$ cat src/rtl/mcu_alu_pkg.sv
package mcu_alu_pkg;

  typedef enum logic [3:0] {
    OP_SUB    = 4'b0000,
    OP_ADD    = 4'b0001,
    OP_OR     = 4'b0010,
    OP_AND    = 4'b0011,
    OP_XOR    = 4'b0100,
    OP_COM    = 4'b0101,
    OP_ROR    = 4'b0110,
    OP_ROL    = 4'b0111,
    OP_BCLR   = 4'b1000,
    OP_BSET   = 4'b1001,
    OP_TSTCLR = 4'b1010,
    OP_TSTSET = 4'b1011,
    OP_SWAP   = 4'b1100,
    OP_RSVD0  = 4'b1101,
    OP_RSVD1  = 4'b1110,
    OP_NOP    = 4'b1111
  } alu_op_e;

  localparam int OP_W = 4;

endpackage

$ cat src/rtl/mcu_alu_bitsel.sv
// Decodes a bit number into a one-hot mask over the data word.
module mcu_alu_bitsel #(
  parameter int W     = 8,
  parameter int IDX_W = $clog2(W)
) (
  input  logic [IDX_W-1:0] idx_i,
  output logic [W-1:0]     mask_o
);

  for (genvar g = 0; g < W; g++) begin : g_dec
    assign mask_o[g] = (idx_i == IDX_W'(g));
  end

endmodule

$ cat src/rtl/mcu_alu_arith.sv
// Shared adder: subtract is A + ~B + 1, so carry-out is the inverse borrow.
module mcu_alu_arith #(
  parameter int W = 8
) (
  input  logic [W-1:0] a_i,
  input  logic [W-1:0] b_i,
  input  logic         sub_i,
  output logic [W-1:0] sum_o,
  output logic         cout_o
);

  localparam int EXT_W = W + 1;

  function automatic logic [EXT_W-1:0] add_ext(input logic [W-1:0] x,
                                               input logic [W-1:0] y,
                                               input logic         cin);
    return {1'b0, x} + {1'b0, y} + {{(EXT_W-1){1'b0}}, cin};
  endfunction

  logic [W-1:0]     b_eff;
  logic [EXT_W-1:0] ext;

  assign b_eff  = sub_i ? ~b_i : b_i;
  assign ext    = add_ext(a_i, b_eff, sub_i);
  assign sum_o  = ext[W-1:0];
  assign cout_o = ext[W];

endmodule

$ cat src/rtl/mcu_alu_shift.sv
// Rotates through carry, complement and nibble exchange of operand A.
module mcu_alu_shift #(
  parameter int W = 8
) (
  input  logic [W-1:0] a_i,
  input  logic         cin_i,
  output logic [W-1:0] ror_o,
  output logic         ror_c_o,
  output logic [W-1:0] rol_o,
  output logic         rol_c_o,
  output logic [W-1:0] com_o,
  output logic [W-1:0] swap_o
);

  localparam int HALF = W / 2;

  function automatic logic [W-1:0] rot_right(input logic [W-1:0] x, input logic c);
    return {c, x[W-1:1]};
  endfunction

  function automatic logic [W-1:0] rot_left(input logic [W-1:0] x, input logic c);
    return {x[W-2:0], c};
  endfunction

  function automatic logic [W-1:0] half_swap(input logic [W-1:0] x);
    return {x[HALF-1:0], x[W-1:HALF]};
  endfunction

  assign ror_o   = rot_right(a_i, cin_i);
  assign ror_c_o = a_i[0];
  assign rol_o   = rot_left(a_i, cin_i);
  assign rol_c_o = a_i[W-1];
  assign com_o   = ~a_i;
  assign swap_o  = half_swap(a_i);

endmodule

$ cat src/rtl/mcu_alu.sv
module mcu_alu
  import mcu_alu_pkg::*;
#(
  parameter int W = 8
) (
  input  logic [W-1:0]    a_i,
  input  logic [W-1:0]    b_i,
  input  logic [OP_W-1:0] op_i,
  input  logic            carry_i,
  output logic [W-1:0]    result_o,
  output logic            carry_o,
  output logic            zero_o
);

  localparam int IDX_W = $clog2(W);

  alu_op_e op;
  assign op = alu_op_e'(op_i);

  // Named internal events used by the bound checker.
  logic [IDX_W-1:0] bit_idx;
  logic [W-1:0]     bit_mask;
  logic             bit_hit;
  logic             is_test;
  logic [W-1:0]     arith_sum;
  logic             arith_cout;
  logic [W-1:0]     ror_v, rol_v, com_v, swap_v;
  logic             ror_c, rol_c;
  logic [W-1:0]     res_mux;

  assign bit_idx = b_i[W-1 -: IDX_W];

  mcu_alu_bitsel #(.W(W), .IDX_W(IDX_W)) u_bitsel (
    .idx_i  (bit_idx),
    .mask_o (bit_mask)
  );

  mcu_alu_arith #(.W(W)) u_arith (
    .a_i    (a_i),
    .b_i    (b_i),
    .sub_i  (op == OP_SUB),
    .sum_o  (arith_sum),
    .cout_o (arith_cout)
  );

  mcu_alu_shift #(.W(W)) u_shift (
    .a_i     (a_i),
    .cin_i   (carry_i),
    .ror_o   (ror_v),
    .ror_c_o (ror_c),
    .rol_o   (rol_v),
    .rol_c_o (rol_c),
    .com_o   (com_v),
    .swap_o  (swap_v)
  );

  assign bit_hit = |(a_i & bit_mask);
  assign is_test = (op == OP_TSTCLR) || (op == OP_TSTSET);

  always_comb begin
    res_mux = a_i;
    carry_o = 1'b0;
    unique case (op)
      OP_SUB, OP_ADD: begin
        res_mux = arith_sum;
        carry_o = arith_cout;
      end
      OP_OR:   res_mux = a_i | b_i;
      OP_AND:  res_mux = a_i & b_i;
      OP_XOR:  res_mux = a_i ^ b_i;
      OP_COM:  res_mux = com_v;
      OP_ROR: begin
        res_mux = ror_v;
        carry_o = ror_c;
      end
      OP_ROL: begin
        res_mux = rol_v;
        carry_o = rol_c;
      end
      OP_BCLR: res_mux = a_i & ~bit_mask;
      OP_BSET: res_mux = a_i | bit_mask;
      OP_SWAP: res_mux = swap_v;
      default: res_mux = a_i;
    endcase
  end

  always_comb begin
    if (op == OP_TSTCLR)      zero_o = ~bit_hit;
    else if (op == OP_TSTSET) zero_o = bit_hit;
    else                      zero_o = (res_mux == '0);
  end

  assign result_o = res_mux;

endmodule

$ cat config.mk
export PLATFORM = sky130hd
export DESIGN_NAME = mcu_alu
export DESIGN_NICKNAME = d
export VERILOG_FILES = /design/src/rtl/mcu_alu_pkg.sv /design/src/rtl/mcu_alu_bitsel.sv /design/src/rtl/mcu_alu_arith.sv /design/src/rtl/mcu_alu_shift.sv /design/src/rtl/mcu_alu.sv
export SDC_FILE = /design/constraint.sdc
export NUM_CORES = 1
export LEC_CHECK = 0
export ABC_AREA = 1
export BUFFER_PORTS_ARGS = -buffer_cell sky130_fd_sc_hd__buf_2
export CAP_MARGIN = 20
export CORE_ASPECT_RATIO = 0.6
export CORE_MARGIN = 2
export CORE_UTILIZATION = 40
export DETAILED_ROUTE_END_ITERATION = 8
export GPL_ROUTABILITY_DRIVEN = 0
export MAX_ROUTING_LAYER = met4
export PLACE_DENSITY = 0.61
export SLEW_MARGIN = 15
export SYNTH_ARGS = -nofsm -noshare
export SYNTH_HDL_FRONTEND = slang
export SYNTH_HIERARCHICAL = 1
export SYNTH_SLANG_ARGS = --single-unit
$ cat constraint.sdc
create_clock -name vclk -period 5.1
set_input_delay 1.02 -clock vclk [all_inputs]
set_output_delay 1.02 -clock vclk [all_outputs]
set_load 0.1 [all_outputs]
Word-level counts from Yosys, hierarchy flattened
Index checks and enable logic that the tools add are counted.

storage, ports and cells
  bits in registers = 0
  output and inout bits = 10

operators by class
  $add $sub $neg = 2
  reduce and logical (&&, ||, !) cells = 5
  muxes and demuxes = 5
  equal/unequal tests = 19
  bitwise operators = 10

operators with widths
  cell                                            number
  one-hot mux 8 bit (10 select lines)             1
  bitwise AND 8 bit                               3
  NOT 8 bit                                       3
  == test 4 bit (second input constant)           5
  == test 4 x 3 -> 1 bit (second input constant)  4
  OR 8 bit                                        2
  == test 3 bit (second input constant)           4
  adder 8 x 8 -> 9 bit                            1
  adder 9 x 1 -> 9 bit                            1
  == test 4 x 2 -> 1 bit (second input constant)  2
  logical NOT 8 bit                               1
  two-way mux 8 bit                               1
  OR reduction 8 bit                              1
  bitwise XOR 8 bit                               1
  == test 3 x 2 -> 1 bit (second input constant)  2
  == test 4 x 1 -> 1 bit (second input constant)  1
  logical NOT 4 bit                               1
  == test 3 x 1 -> 1 bit (second input constant)  1
  logical NOT 3 bit                               1
  one-hot mux 1 bit (3 select lines)              1
  two-way mux 1 bit                               2
  OR reduction 2 bit                              1
  NOT 1 bit                                       1

Depth between registers and ports, before layout
  depth after elaboration = 8
  depth in mapped cells = 24
  depth with buffers taken out = 23

Modules after synthesis
Netlist, hierarchy kept.

modules (own cells, without submodules)
  module          seq. area each (um^2)  area each (um^2)  times used  cells each
  mcu_alu         0.0                    1182.4            1           264
  mcu_alu_arith   0.0                    451.7             1           73
  mcu_alu_shift   0.0                    225.2             1           34
  mcu_alu_bitsel  0.0                    56.3              1           15

Worst setup path after synthesis
OpenSTA, ideal clock, no wires.

  path kind = in2out
  from = input op_i[2]
  to = output zero_o
  stages = 18
  data required time = 4.080 ns
  slack = -0.340 ns
  arrival = 4.420 ns
  path buffers = 1
  cells stage by stage = nor2_1 > nand2_1 > nor2_1 > buf_6 > nand2_4 > nand2_4 > inv_1 > fa_1 > xnor2_1 > nand2_1 > nand2_1 > nor2_1 > nand2_1 > nor2_1 > nand2_1 > nor2_1 > nand3_1 > a21oi_2

on the way
  word-level cells in the longest chain between the ends = 8
  elaborated cells on any way between the ends = 21
  classes of those cells = add/sub: 2; eq/ne: 12; mux: 4; reduce/logical: 3

ends and longest elaborated chain
  what                                     RTL line             RTL
  start, declared                          mcu_alu.sv:8         input logic [OP_W-1:0] op_i,
  logical NOT 4 bit (*)                    mcu_alu.sv:41        .sub_i (op == OP_SUB),
  two-way mux 8 bit                        mcu_alu_arith.sv:23  assign b_eff = sub_i ? ~b_i : b_i;
  adder 8 x 8 -> 9 bit                     mcu_alu_arith.sv:17  return {1'b0, x} + {1'b0, y} + {{(EXT_W-1){1'b0}}, cin};
  adder 9 x 1 -> 9 bit (*)                 mcu_alu_arith.sv:17
  named net arith_sum[2]                   mcu_alu.sv:25        logic [W-1:0] arith_sum;
  one-hot mux 8 bit (10 select lines) (*)  mcu_alu.sv:63        unique case (op)
  named net result_o[2]                    mcu_alu.sv:10        output logic [W-1:0] result_o,
  logical NOT 8 bit (*)                    mcu_alu.sv:90        else zero_o = (res_mux == '0);
  two-way mux 1 bit (*)                    mcu_alu.sv:89        else if (op == OP_TSTSET) zero_o = bit_hit;
  two-way mux 1 bit (*)                    mcu_alu.sv:88        if (op == OP_TSTCLR) zero_o = ~bit_hit;
  end, declared                            mcu_alu.sv:12        output logic zero_o

The timed path passes the listed nets; every way through them passes the cells marked *.

Worst setup path after layout
  from = input op_i[2]
  to = output zero_o

on the way
  word-level cells in the longest chain between the ends = 8
  elaborated cells on any way between the ends = 21
  classes of those cells = add/sub: 2; eq/ne: 12; mux: 4; reduce/logical: 3

ends and longest elaborated chain
  what                                     RTL line
  logical NOT 4 bit (*)                    mcu_alu.sv:41
  two-way mux 8 bit                        mcu_alu_arith.sv:23
  adder 8 x 8 -> 9 bit                     mcu_alu_arith.sv:17
  adder 9 x 1 -> 9 bit (*)                 mcu_alu_arith.sv:17
  named net arith_sum[6]                   mcu_alu.sv:25
  one-hot mux 8 bit (10 select lines) (*)  mcu_alu.sv:63
  logical NOT 8 bit (*)                    mcu_alu.sv:90
  two-way mux 1 bit (*)                    mcu_alu.sv:89
  two-way mux 1 bit (*)                    mcu_alu.sv:88

Marked as above.

==> run metrics <==
outcome=complete, no violations; Max Slew Vio Count=0; # IOs=31; Syn Area/Cell=4.96 µm²; final cell count without fillers=457; largest fanout on the critical path=5; synthesized cell area=1920 µm²; top-area cell type share of the netlist area=25.1%; pin count of the biggest net entering global routing=17; Max-Cap Viols=0; Post-Place Cells=455; Layout Nets=425; HP Class=input port to output port; Final Hold Fails=0; Std-Cell Rows=19; crit path DAT=3.90 ns; Max Clock Freq=0.203 GHz; chip width=93.3 µm; FFs & Latches=0; Filler Cell Count=519; most repeated cell in the gate-level netlist after synthesis=nand2_1; Layout Area Growth over Synthesis=11.2%; first-pass GRT wire length=9410 µm; Worst VDD drop=0.0000801 V; crit path kind=input port to output port; post-route antenna net violation count=0; post-synth top area cell=nand2_1; Pre-antenna DRT Iters=7; drt initial violations=224; Slew HR=44.9%; Final HPWL DP=4790 µm; Post-route DRC=0; actual slew at the worst max-slew pin=0.823 ns; vias in the first global route=1923; WL/cell=12.6 µm; most instantiated cells after synthesis=nand2_1 (128), inv_1 (61), nand3_1 (55); Final Power=0.306 mW; Tmin final=4.92 ns; Mapped Cells=386; Core Box Area=4590 µm²; layout cell share with drive strength beyond 1=17.0%; Via-to-Cell Ratio=5.03; synth unique cells=28; initial core utilization=41.8%; die area=5380 µm²; leakage power=1.27 nW; PortBufs=31; GR Util All Layers=22.6%; largest cells by area after synthesis=nand2_1 (25%), nand3_1 (14%), inv_1 (12%); final setup fails=0; # clk buffers=0; PD cells=144 nW/µm²; Syn Nets=415; post-synthesis sequential area ratio=0%; fin crit share=96.5%; FF/Latch Area=0 µm²; Ant. Diodes=0; drt total wl=5770 µm; Synth Warn #=6; area of the multi-input gates=1490 µm²; Worst setup EP type=output port; Vert. Die Dim=57.6 µm; initial antenna violation count=0; type of origin of the critical path=input port; GRT overflow=0; Vias=2299; Worst EP required=4.08 ns
-- cell families (layout without fill, tap and decap cells) --
group | after synthesis | count (layout) | share of synthesized area (%)
compound gates | 23 | 23 | 7.05
simple gates | 246 | 246 | 55.3
buf+inv | 94 | 102 | 25.1
xor+xnor | 15 | 15 | 6.86
fa+ha+maj | 8 | 8 | 5.62
-- per-layer routing --
| layer | part of all wire [%] | track usage [%] | up-vias |
|---|---|---|---|
| met5 | 0 | - | - |
| met4 | 0.43 | 0 | 0 |
| met3 | 11 | 1.45 | 4 |
| met2 | 37 | 32.6 | 116 |
| met1 | 51 | 36.2 | 995 |
| li1 | - | - | 1184 |
-- area by class of cell --
| cell class | instances | area share [%] |
|---|---|---|
| repair buffers | 39 | 15.2 |
| inverters | 63 | 11.1 |
| well taps | 63 | 3.70 |
| multi-input cells | 292 | 70.0 |
-- worst max-delay path, stage by stage --
cell     delay, ns
buf_2         0.15
nor2_4        0.13
nand2_2       0.08
nor2_2        0.15
buf_6         0.16
nand2_4       0.06
nand2_4       0.06
inv_1         0.06
fa_2          0.39
o21ai_4       0.17
nand2_1       0.09
nand3_1       0.08
nand2_1       0.10
nand3_1       0.10
nand2_1       0.06
nor2_2        0.11
nand3_1       0.09
nor2_1        0.13
nand2_1       0.11
nor2_1        0.09
nand3_1       0.12
a21oi_4       0.19
buf_12        0.19
-- timing repair --
action / CTS / global route
resized for setup: 0 / 13
hold buffers: 0 / 0
endpoints found under the setup margin: 0 / 1
buffers inserted: 0 / 2
-- stage by stage --
stage          instance area, µm²  setup slack, ns  utilization, %  hold WS [ns]  TNS [ns]
3_5_place_dp                 2060           0.0223            45.0          2.56         0
4_1_cts                      2060           0.0138            45.0          2.56         0
3_3_place_gp                 2060           0.0171            45.0          2.55         0
6_report                     2130            0.179            46.4          2.56         0
2_1_floorplan                1930            0.226               -          2.36         0
5_1_grt                      2130          -0.0365            46.4          2.58   -0.0365
-- power by group --
group          internal [mW]  switching, mW
sequential                 0              0
combinational         0.0960          0.210
clock                      0              0
-- placed cells by master, fill, tap and decap left out --
cell      Yosys  final
nand3_1      55     55
o21ai_0       3      3
a21o_1        2      2
nor4_1        1      1
nand4_1       1      1
a22oi_1       1      1
o211ai_1      1      1
nand2_1     128    126
nor2_4        3      4
nor2_1       45     41
a21oi_2       1      1
nand2_4       2      2
buf_2         1     24
nor2_2        2      5
a21oi_1      12     11
buf_6         4      1
a21oi_4       0      1
buf_4        26      7
xor2_2        0      2
xnor2_1       2      2
and2_0        1      1
fa_2          0      1
o21ai_4       0      1
nor3_1        2      2
inv_2         2      3
inv_1        61     60
nand2_2       6      8
xor2_1       13     11
o22ai_1       2      2
ha_1          7      7
buf_12        0      7
-- worst paths after layout --
kind	endpoint	cells after the start	slack (ns)	start
worst min-delay path	result_o[2]	4	2.56	a_i[2]
worst max-delay path	zero_o	23	0.18	op_i[2]
Power figures use the tool's default switching activity.
